===== src/rtl/burst_addr_gen.sv =====
module burst_addr_gen #(
  parameter int ADDR_W = 20,
  parameter int PIPE   = 0
) (
  input  logic              clk,
  input  logic              rst,
  input  logic [ADDR_W-1:0] ext_addr,
  input  logic              strobe_n,
  input  logic              count_n,
  input  logic              repeat_n,
  output logic [ADDR_W-1:0] int_addr,
  output logic              src_ext,
  output logic              wrap,
  output logic [ADDR_W-1:0] tag_addr
);
  localparam int CNT_W = ADDR_W - 1;

  logic [CNT_W-1:0] cnt_q, base_q, cnt_d;
  logic             top_q;

  wire sel_ld  = !strobe_n;
  wire sel_rp  = strobe_n && !repeat_n;
  wire sel_inc = strobe_n && repeat_n && !count_n;

  assign cnt_d = sel_ld  ? ext_addr[CNT_W-1:0] :
                 sel_rp  ? base_q :
                 sel_inc ? cnt_q + 1'b1 : cnt_q;

  always_ff @(posedge clk) begin
    if (rst) begin
      cnt_q   <= '0;
      base_q  <= '0;
      top_q   <= 1'b0;
      src_ext <= 1'b0;
      wrap    <= 1'b0;
    end else begin
      cnt_q   <= cnt_d;
      top_q   <= ext_addr[ADDR_W-1];
      src_ext <= sel_ld;
      wrap    <= sel_inc && (&cnt_q);
      if (sel_ld) base_q <= ext_addr[CNT_W-1:0];
    end
  end

  assign int_addr = {top_q, cnt_q};

  generate
    if (PIPE != 0) begin : g_pipe
      logic [ADDR_W-1:0] tag_q;
      always_ff @(posedge clk) begin
        if (rst) tag_q <= '0;
        else     tag_q <= int_addr;
      end
      assign tag_addr = tag_q;

      AST_TAG_DELAY: assert property (@(posedge clk) disable iff (rst)
        !rst |=> tag_addr == $past(int_addr));
    end else begin : g_flow
      assign tag_addr = int_addr;
    end
  endgenerate

  AST_STROBE_LOAD: assert property (@(posedge clk) disable iff (rst)
    !rst && !strobe_n |=> int_addr == $past(ext_addr) && src_ext);
  AST_COUNT_STEP: assert property (@(posedge clk) disable iff (rst)
    !rst && sel_inc |=> int_addr[CNT_W-1:0] == $past(int_addr[CNT_W-1:0]) + 1'b1);
  AST_HOLD_STABLE: assert property (@(posedge clk) disable iff (rst)
    !rst && strobe_n && repeat_n && count_n |=> $stable(int_addr[CNT_W-1:0]));
  AST_REPEAT_BASE: assert property (@(posedge clk) disable iff (rst)
    !rst && sel_rp |=> int_addr[CNT_W-1:0] == $past(base_q) && $stable(base_q));
  AST_TOP_FOLLOW: assert property (@(posedge clk) disable iff (rst)
    !rst |=> int_addr[ADDR_W-1] == $past(ext_addr[ADDR_W-1]));
  AST_WRAP_ZERO: assert property (@(posedge clk) disable iff (rst)
    wrap |-> int_addr[CNT_W-1:0] == '0 && !src_ext);
  AST_WRAP_SINGLE: assert property (@(posedge clk) disable iff (rst)
    wrap |=> !wrap);
endmodule


===== config.mk =====
export PLATFORM = sky130hd
export DESIGN_NAME = burst_addr_gen
export DESIGN_NICKNAME = d
export VERILOG_FILES = /design/src/rtl/burst_addr_gen.sv
export SDC_FILE = /design/constraint.sdc
export NUM_CORES = 1
export LEC_CHECK = 0
export BUFFER_PORTS_ARGS = -buffer_cell sky130_fd_sc_hd__clkbuf_2
export CAP_MARGIN = 20
export CORE_MARGIN = 2
export CORE_UTILIZATION = 35
export DETAILED_ROUTE_END_ITERATION = 8
export SKIP_CTS_REPAIR_TIMING = 1
export SLEW_MARGIN = 20
export SYNTH_ARGS = -nofsm -noshare
export SYNTH_HDL_FRONTEND = slang
export SYNTH_SLANG_ARGS = --single-unit

===== constraint.sdc =====
create_clock -name clk -period 1.51 [get_ports clk]
set_input_delay 0 -clock clk [delete_from_list [all_inputs] [get_ports clk]]
set_output_delay 0 -clock clk [all_outputs]
set_load 0.05 [all_outputs]

# Yosys cells after proc, flatten, opt, wreduce, memory -nomap -nowiden
# Cells that the tools add are included.
dict set report classes {
  addsub 1
  eq_ne 1
  n_mux 3
  reduce_logical 8
}
# cell n
set op_table {}
lappend op_table {{19-bit 2-to-1 mux} 3}
lappend op_table {{19-bit by 1-bit adder with 19-bit output, second input constant} 1}
lappend op_table {{19-bit AND reduction} 1}
lappend op_table {{1-bit logical AND} 4}
lappend op_table {{1-bit logical NOT} 3}
lappend op_table {{3-bit by 1-bit != test with 1-bit output, second input constant} 1}
dict set report word_totals {
  register_bits 41
  inputBits 25
  output_inout_bits 42
  wordCells 18
}

# Logic depth before layout (Yosys ltp)
# Gate-level depths: netlist of run 1.
dict set report logic_depth {
  depth_word 5
  depth_mapped 7
  depth_no_buf 6
}

# Worst setup path after synthesis of run 1
# No wires, ideal clock.
dict set report synth_timing {
  kind {reg2reg}
  start {reg cnt_q[0]}
  end {reg cnt_q[12]}
  setup_time_ps 86
  arrival_time_ps 1991
  required_time_ps 1424
  setup_slack_ps -566
  stages_incl_launch_ff 8
  path_buffers 1
  period_less_slack_ps 2076
  cell_sequence {dfxtp_1 -> ha_1 -> nand3_2 -> or2_0 -> clkbuf_1 -> o31ai_1 -> a21oi_1 -> a211oi_1}
}
dict set report synth_between {
  elab_chain_cells 4
}
# item line
set synth_lines {}
lappend synth_lines {{start: declaration} 18} ;# logic [CNT_W-1:0] cnt_q, base_q, cnt_d;
lappend synth_lines {{start signal: assignment} 37} ;# cnt_q <= cnt_d;
lappend synth_lines {{19-bit by 1-bit adder with 19-bit output} 27} ;# sel_inc ? cnt_q + 1'b1 : cnt_q;
lappend synth_lines {{19-bit 2-to-1 mux} 27}
lappend synth_lines {{19-bit 2-to-1 mux} 26} ;# sel_rp ? base_q :
lappend synth_lines {{19-bit 2-to-1 mux} 25} ;# assign cnt_d = sel_ld ? ext_addr[CNT_W-1:0] :
# Every way passes these cells. The select of a mux whose other input is x is not followed.
# A chain may end at the register's enable or synchronous reset.

# Final worst setup path of run 1
dict set report layout_timing {
  start {reg cnt_q[1]}
  end {reg cnt_q[16]}
}
# Same word-level chain as after synthesis.

==> results of run 1 <==
## cells by family after synthesis
kind of cell    Yosys count  share of synthesized area (%)
compound gates           89                           23.8
xor+xnor                  4                           1.58
fa+ha+maj                 1                          0.563
buf+inv                  43                           11.4
flops                    41                           37.0
mux                       6                           2.82
simple gates             92                           22.9
## sequential cells by signal, summed over array words and instances, names as in the netlist
register / flops
base_q: 19
top_q: 1
src_ext: 1
cnt_q: 19
wrap: 1
## worst paths after layout
kind                            slack, ns   startpoint   endpoint
worst min register to register       0.47    base_q[0]  base_q[0]
worst max-delay path                 0.02     cnt_q[1]  cnt_q[16]
worst min-delay path                -0.05  ext_addr[9]  base_q[9]
worst max register to register       0.02     cnt_q[1]  cnt_q[16]
## report_power, final
group | switching, mW | total [mW] | internal (mW) | leakage (nW)
clock network | 0.375 | 0.696 | 0.321 | 0.0450
logic | 0.468 | 0.696 | 0.228 | 0.877
registers | 0.0520 | 1.19 | 1.13 | 0.347
## worst reg2reg max path, stage by stage (launching register included)
cell and delay [ns]:
dfxtp_4 0.38, ha_4 0.16, nand3_4 0.10, nor4_4 0.26, and4_1 0.27, o21ai_2 0.07, a211oi_2 0.17
## metrics by stage
stage / instance area (um^2) / setup slack [ns]
after floorplan: 2300 / -0.0966
after global placement: 2730 / -0.0214
after detailed placement: 2730 / -0.0198
after CTS: 2810 / -0.0272
after global routing: 2950 / -0.0996
final: 2950 / 0.0185
## cell usage in the layout, fill, tap and decap left out, types with 2 or more instances in the layout
master / instances
clkbuf_2: 66
a211oi_2: 2
o31ai_2: 2
mux2_2: 2
nor4_2: 2
dfxtp_4: 14
nand4_1: 2
dlygate4sd3_1: 6
nand2_1: 14
o22ai_1: 2
dfxtp_1: 27
nor2b_1: 15
clkinv_2: 2
a211oi_1: 9
o31ai_1: 4
nor3_1: 5
and4_1: 2
clkbuf_8: 5
inv_1: 5
a21oi_2: 2
nand4_4: 2
buf_4: 34
nand3_1: 2
a21oi_1: 49
nor2_1: 31
xor2_1: 3
and2_1: 2
nand2b_1: 5
o21ai_1: 2
nand3_4: 2
o21ai_0: 6
mux2i_1: 4
## final cells by class
| type | instances | area, um^2 |
|---|---|---|
| repair buffers | 106 | 646 |
| clock inverters | 2 | 10.0 |
| inverters | 5 | 18.8 |
| well taps | 77 | 96.3 |
| clock buffers | 6 | 72.6 |
| multi-input cells | 192 | 1230 |
| flip-flops and latches | 41 | 873 |
| fillers | 627 | 3290 |
## per-layer routing
metal / GRT usage [%] / vias to the layer above
met5: 0 / -
met4: 7.33 / 0
met3: 3.17 / 4
met2: 24.6 / 75
met1: 22.5 / 987
li1: - / 1108
==> metrics.csv, run 1 <==
stage;metric;value;unit
outcome;status;finished, violations left;
outcome;violated checks;negative hold slack;
sta;final setup TNS;0;ns
sta;Rel. slew slack;78.3;%
global_route;first-pass GRT wire length;9380;um
floorplanning;Starting Density;35.6;%
critical_path;crit path buf inv count;0;
synth;most frequent cell after synthesis;a21oi_1;
critical_path;critical path's slowest cell;dfxtp_4;
routing;WL met2;2570;um
synth;Synth warnings;0;
sta;Max Fclk;670;MHz
sta;post-layout minimum cycle time;1.49;ns
global_route;pin count of the biggest net entering global routing;21;
synth;largest cells by area after synthesis;dfxtp_1, a21oi_1, buf_4;
clocking;CTS tree;yes;
critical_path;CP cell instances;ha_4, nand3_4, nor4_4, and4_1, o21ai_2, a211oi_2;
final_layout;ant diodes;0;
final_layout;layout cells sized above 1;40.6;%
critical_path;Crit path depth;6;
critical_path;delay-heaviest family, CP;simple AND/OR/NAND/NOR gates;
floorplanning;IO Count;67;
global_route;grt ovf;0;
place;placed insts;412;
synth;Netlist Area Pre-Place;2220;um^2
sta;Final period util;98.8;%
global_route;Tot GR Track Use;16.3;%
final_layout;synthesis-to-layout area growth;32.7;%
global_route;vias in the first global route;1978;
clocking;Clock Tree Root;clkbuf_8;
place;hpwl dp;4200;um
sta;Slew Viols, Final;0;
synth;Post-synth top flop;dfxtp_1;
floorplanning;core area;6240;um^2
sta;WHS;-0.0468;ns
routing;DR vias;2174;
routing;post-route ant nets;0;
critical_path;Crit Path Class;register to register;
critical_path;CP max stage delay;0.38;ns
synth;post-synth top area cell;dfxtp_1;
power;Pwr Total;2.58;mW
clocking;H-tree levels;2;
worst_hold_path;Hold Path Depth;3;
critical_path;critical path peak fanout;4;
final_layout;Finished Core Util;47.2;%
place;IO Port Bufs;66;
clocking;CTS clk-pin slew, worst paths;0.08;ns
sta;RSZ-0062 raised after global routing;true;
floorplanning;Cell Rows;29;
power;leakage power;1.27;nW
power;PD cells;875;nW/um^2
synth;synthesized instance count;276;
routing;final WL;5680;um
floorplanning;die area;7000;um^2
critical_path;CP Capture Type;register;
critical_path;R2R cell count;6;
final_layout;fin nets;377;
sta;# setup viols final;0;
synth;async set-reset flop share out of synthesis;0;%
power;VDD IR max;0.362;mV
routing;drt wl/cell;13.2;um
sta;Worst Max-Slew Pin Slew;0.318;ns
clocking;buffer levels on the longest clock path;2;
synth;Post-Syn Nets;302;
critical_path;crit start category;register;
final_layout;Post-Layout Cell Count;429;
run;Max-Cap Viols;0;
clocking;CTS sink cnt;41;
synth;Yosys top cell area share;37.0;%
synth;post-synthesis cell type count;46;
clocking;Worst-Skew Late Latency;0.29;ns
routing;highest routed layer;met4;
worst_hold_path;HP Class;input port to register;
synth;Synth Register Bits;41;
place;global placer's final weighted congestion;0.809;
floorplanning;Die Width;83.7;um
routing;DRT iter0 DRCs;142;
synth;Avg Synthesized Cell Area;8.05;um^2
clocking;Num CTS Buffers;5;
routing;met3 WL;309;um
routing;routed metal-1 wirelength;2750;um
routing;DR DRC count;0;
critical_path;CP required;1.73;ns
routing;DR vias/cell;5.07;
routing;drt pass-1 iters;4;
synth;Post-synth EDFFs;0;
critical_path;WP data arrival;1.71;ns
sta;Fin. Hold Viols;3;
sta;Layout Skew;0.00306;ns
global_route;antenna violations before repair;0;
synth;top cell types by occurrence after synthesis;a21oi_1, dfxtp_1, nor2_1;
synth;post-synthesis sequential area ratio;37.0;%
floorplanning;Die Ht;83.7;um
(Power assumes the default switching activity.)
==> run 2, diff against run 1 <==
==> constraint.sdc (replaced) <==
create_clock -name clk -period 1.51 [get_ports clk]
set_input_delay 0.302 -clock clk [delete_from_list [all_inputs] [get_ports clk]]
set_output_delay 0.302 -clock clk [all_outputs]
set_load 0.05 [all_outputs]
==> metrics.csv, run 2 (same netlist as run 1, synthesis figures left out) <==
stage;metric;value;unit
outcome;status;complete, no violations;
sta;post-layout minimum cycle time;1.49;ns
final_layout;most frequent cells in the layout;clkbuf_2, a21oi_1, buf_4;
final_layout;Largest regs;base_q: 19 flops, cnt_q: 19 flops;
floorplanning;Die Ht;83.7;um
global_route;grt ovf;0;
global_route;antenna violations before repair;0;
routing;final WL;5950;um
global_route;Tot GR Track Use;17.2;%
final_layout;most common cell after layout, fill and taps aside;clkbuf_2;
final_layout;footprint of the multi-input gates;1250;um^2
place;IO Port Bufs;66;
critical_path;CP startpoint;cnt_q[1];
routing;DR vias;2203;
critical_path;flop2flop setup slack;0.02;ns
power;PD cells;936;nW/um^2
critical_path;CP cell instances;ha_4, nand3_4, or2_4, o31ai_2, a21oi_1, a211oi_1;
final_layout;Seq. cell area;873;um^2
routing;DRT iter0 DRCs;119;
sta;WHS;0.207;ns
clocking;CTS sink cnt;41;
routing;DR DRC count;0;
clocking;Worst-Skew Late Latency;0.30;ns
final_layout;fin nets;381;
place;placed insts;421;
global_route;pin count of the biggest net entering global routing;24;
critical_path;Crit path depth;6;
sta;Slew Viols, Final;0;
critical_path;CP max stage delay;0.37;ns
final_layout;Post-Layout Cell Count;433;
worst_hold_path;HP Class;input port to register;
floorplanning;die area;7000;um^2
sta;RSZ-0062 raised after global routing;true;
sta;Worst Max-Slew Pin Slew;0.432;ns
floorplanning;Die Width;83.7;um
place;global placer's final weighted congestion;0.814;
final_layout;fill count;629;
critical_path;delay-heaviest family, CP;compound AO/OA/AOI/OAI gates;
sta;final setup TNS;0;ns
clocking;buffer levels on the longest clock path;2;
sta;Rel. slew slack;71.2;%
place;hpwl dp;4470;um
critical_path;WP data arrival;1.71;ns
power;Pwr Total;2.85;mW
clocking;H-tree levels;2;
critical_path;critical path's slowest cell;dfxtp_4;
power;VDD IR max;0.408;mV
final_layout;layout cells sized above 1;44.1;%
clocking;Clock Tree Root;clkbuf_8;
clocking;CTS tree;yes;
floorplanning;core area;6240;um^2
worst_hold_path;Hold Startpoint;ext_addr[19];
routing;post-route ant nets;0;
sta;Layout Skew;0.00966;ns
global_route;first-pass GRT wire length;9820;um
routing;DR vias/cell;5.09;
worst_hold_path;Hold Path Depth;2;
critical_path;Crit Path Class;register to register;
critical_path;critical path peak fanout;6;
routing;drt wl/cell;13.7;um
floorplanning;Starting Density;35.6;%
floorplanning;Cell Rows;29;
final_layout;synthesis-to-layout area growth;37.4;%
critical_path;CP Capture Type;register;
routing;drt pass-1 iters;4;
clocking;Num CTS Buffers;5;
sta;Fin. Hold Viols;0;
global_route;vias in the first global route;2047;
clocking;CTS clk-pin slew, worst paths;0.08;ns
place;pre-CTS setup slack;-0.0253;ns
floorplanning;IO Count;67;
run;Max-Cap Viols;0;
sta;Final period util;99.0;%
sta;Max Fclk;669;MHz
critical_path;Critical R2R Launch;cnt_q[1];
final_layout;ant diodes;0;
sta;PnR worst setup slack;0.0152;ns
critical_path;R2R cell count;6;
critical_path;CP required;1.72;ns
sta;# setup viols final;0;
critical_path;crit start category;register;
critical_path;crit path buf inv count;0;
power;leakage power;1.33;nW
==> run 2: cell types whose count changed in the layout (fill, tap and decap cells not counted), moves of 2 or more <==
cell	delta
buf_4	+8
buf_12	+2
clkbuf_16	+2
dlygate4sd3_1	-6
clkinv_2	-2
==> run 2: path summary, 6_finish.rpt <==
path / endpoint
worst max-delay path: cnt_q[12]
worst min register to register: base_q[7]
worst min-delay path: top_q
worst max register to register: cnt_q[12]
==> run 2: power breakdown <==
group	switching [mW]	leakage, nW	internal (mW)
combinational	0.479	0.916	0.243
sequential	0.0497	0.347	1.13
clock	0.415	0.0651	0.533
total	0.944	1.33	1.91
==> run 2: worst reg2reg max path, stage by stage, from the launching register on <==
cell and delay [ns]:
dfxtp_4 0.37, ha_4 0.15, nand3_4 0.09, or2_4 0.27
o31ai_2 0.26, a21oi_1 0.09, a211oi_1 0.17
==> run 2: layout make-up <==
type | instances | share of cell area (%)
inverters | 5 | 0.615
well taps | 77 | 3.16
clock inverters | 1 | 0.287
flip-flops and latches | 41 | 28.6
multi-input cells | 192 | 40.9
repair buffers | 110 | 22.5
clock buffers | 7 | 3.90
==> run 2: per-layer routing <==
metal | global-route usage, % | wire [um] | vias up
met5 | 0 | 0 | -
li1 | - | - | 1123
met3 | 3.56 | 297 | 5
met2 | 26.0 | 2710 | 64
met4 | 6.60 | 77 | 0
met1 | 24.2 | 2860 | 1011
==> run 2: metrics by stage <==
step                      util (%)  cell area (um^2)
after floorplan                  -              2300
after global placement        45.1              2820
after detailed placement      45.1              2820
after CTS                     47.2              2950
after global routing          48.9              3050
final                         48.9              3050
==> run 3, diff against run 2 <==
--- a/config.mk
+++ b/config.mk
@@ -10,6 +10,7 @@
 export CORE_MARGIN = 2
 export CORE_UTILIZATION = 35
 export DETAILED_ROUTE_END_ITERATION = 8
+export RECOVER_POWER = 50
 export SKIP_CTS_REPAIR_TIMING = 1
 export SLEW_MARGIN = 20
 export SYNTH_ARGS = -nofsm -noshare
==> metrics.csv, run 3 (same netlist as run 1, synthesis figures left out) <==
stage;metric;value;unit
outcome;status;complete, no violations;
routing;DR DRC count;0;
final_layout;Largest regs;base_q: 19 flops, cnt_q: 19 flops;
place;IO Port Bufs;66;
global_route;grt ovf;0;
global_route;pin count of the biggest net entering global routing;24;
power;PD cells;938;nW/um^2
critical_path;CP Capture Type;register;
routing;DRT iter0 DRCs;116;
critical_path;CP required;1.70;ns
place;pre-CTS setup slack;-0.0253;ns
sta;Worst Max-Slew Pin Slew;0.587;ns
global_route;Tot GR Track Use;17.2;%
routing;DR vias;2210;
clocking;Worst-Skew Late Latency;0.30;ns
final_layout;synthesis-to-layout area growth;36.6;%
final_layout;most common cell after layout, fill and taps aside;clkbuf_2;
routing;drt pass-1 iters;4;
power;VDD IR max;0.408;mV
clocking;buffer levels on the longest clock path;2;
worst_hold_path;HP Class;input port to register;
clocking;CTS tree;yes;
place;hpwl dp;4470;um
critical_path;crit start category;register;
power;Pwr Total;2.85;mW
critical_path;critical path peak fanout;4;
final_layout;fin nets;381;
routing;drt wl/cell;13.7;um
clocking;Clock Tree Root;clkbuf_8;
power;leakage power;1.31;nW
floorplanning;Cell Rows;29;
global_route;first-pass GRT wire length;9820;um
global_route;met1 Use GR;24.2;%
floorplanning;die area;7000;um^2
global_route;layer carrying the most global-route usage;met2;
floorplanning;core area;6240;um^2
sta;Slew Viols, Final;0;
critical_path;Crit Path Class;register to register;
global_route;met3 Use GR;3.56;%
clocking;H-tree levels;2;
sta;Max Fclk;670;MHz
global_route;vias in the first global route;2047;
clocking;CTS sink cnt;41;
sta;Final period util;98.8;%
sta;PnR worst setup slack;0.0183;ns
critical_path;R2R cell count;8;
sta;# setup viols final;0;
final_layout;layout cells sized above 1;42.4;%
sta;Fin. Hold Viols;0;
global_route;met2 GRT Util;26.0;%
routing;post-route ant nets;0;
floorplanning;Die Width;83.7;um
place;global placer's final weighted congestion;0.814;
place;placed insts;421;
sta;Layout Skew;0.00888;ns
sta;Rel. slew slack;61.1;%
floorplanning;Starting Density;35.6;%
worst_hold_path;Hold Path Depth;2;
clocking;CTS clk-pin slew, worst paths;0.09;ns
floorplanning;Die Ht;83.7;um
run;Max-Cap Viols;0;
global_route;antenna violations before repair;0;
final_layout;Post-Layout Cell Count;433;
critical_path;WP data arrival;1.69;ns
routing;DR vias/cell;5.10;
final_layout;most frequent cells in the layout;clkbuf_2, a21oi_1, buf_4;
sta;post-layout minimum cycle time;1.49;ns
floorplanning;IO Count;67;
final_layout;ant diodes;0;
clocking;Num CTS Buffers;5;
routing;final WL;5920;um
sta;RSZ-0062 raised after global routing;true;
sta;final setup TNS;0;ns
==> run 3: cell count changes in the layout (fill, tap and decap cells not counted), sizes merged <==
| cell | change |
|---|---|
| buf | -4 |
| clkbuf | +4 |
==> run 3: through the flow <==
step                      hold slack (ns)  area, um^2  utilization [%]
final                               0.207        3030             48.6
after global routing                0.211        3030             48.6
after CTS                           0.205        2950             47.2
after detailed placement            0.454        2820             45.1
after global placement              0.450        2820             45.1
after floorplan                     0.430        2300                -
==> run 3: worst max-delay path: stages, from the launching register on <==
cell and delay [ns]:
dfxtp_4 0.36, ha_4 0.17, nand3_4 0.10, nor4_4 0.05, buf_4 0.15, buf_4 0.12, a211o_2 0.27, a21oi_2 0.12
nor3_1 0.05
==> run 3: worst paths after layout <==
| check | startpoint | to | slack, ns |
|---|---|---|---|
| worst max-delay path | cnt_q[1] | cnt_q[14] | 0.02 |
| worst min-delay path | ext_addr[19] | top_q | 0.21 |
| worst max register to register | cnt_q[1] | cnt_q[14] | 0.02 |
| worst min register to register | base_q[7] | base_q[7] | 0.47 |
==> run 3: layer usage <==
metal  up-vias  part of all wire (%)
li1       1124                     -
met1      1012                    48
met2        69                    46
met3         5                   5.4
met4         0                   1.3
met5         -                     0
==> run 3: layout make-up <==
class,count,area [um^2]
repair buffers,110,668
clock buffers,7,119
well taps,77,96.3
multi-input cells,192,1250
clock inverters,1,8.76
flip-flops and latches,41,873
inverters,5,18.8
fillers,634,3210
==> run 3: report_power, final <==
group / switching (mW) / internal [mW] / total, mW
Sequential: 0.0498 / 1.13 / 1.18
Clock: 0.413 / 0.533 / 0.946
Combinational: 0.478 / 0.238 / 0.716
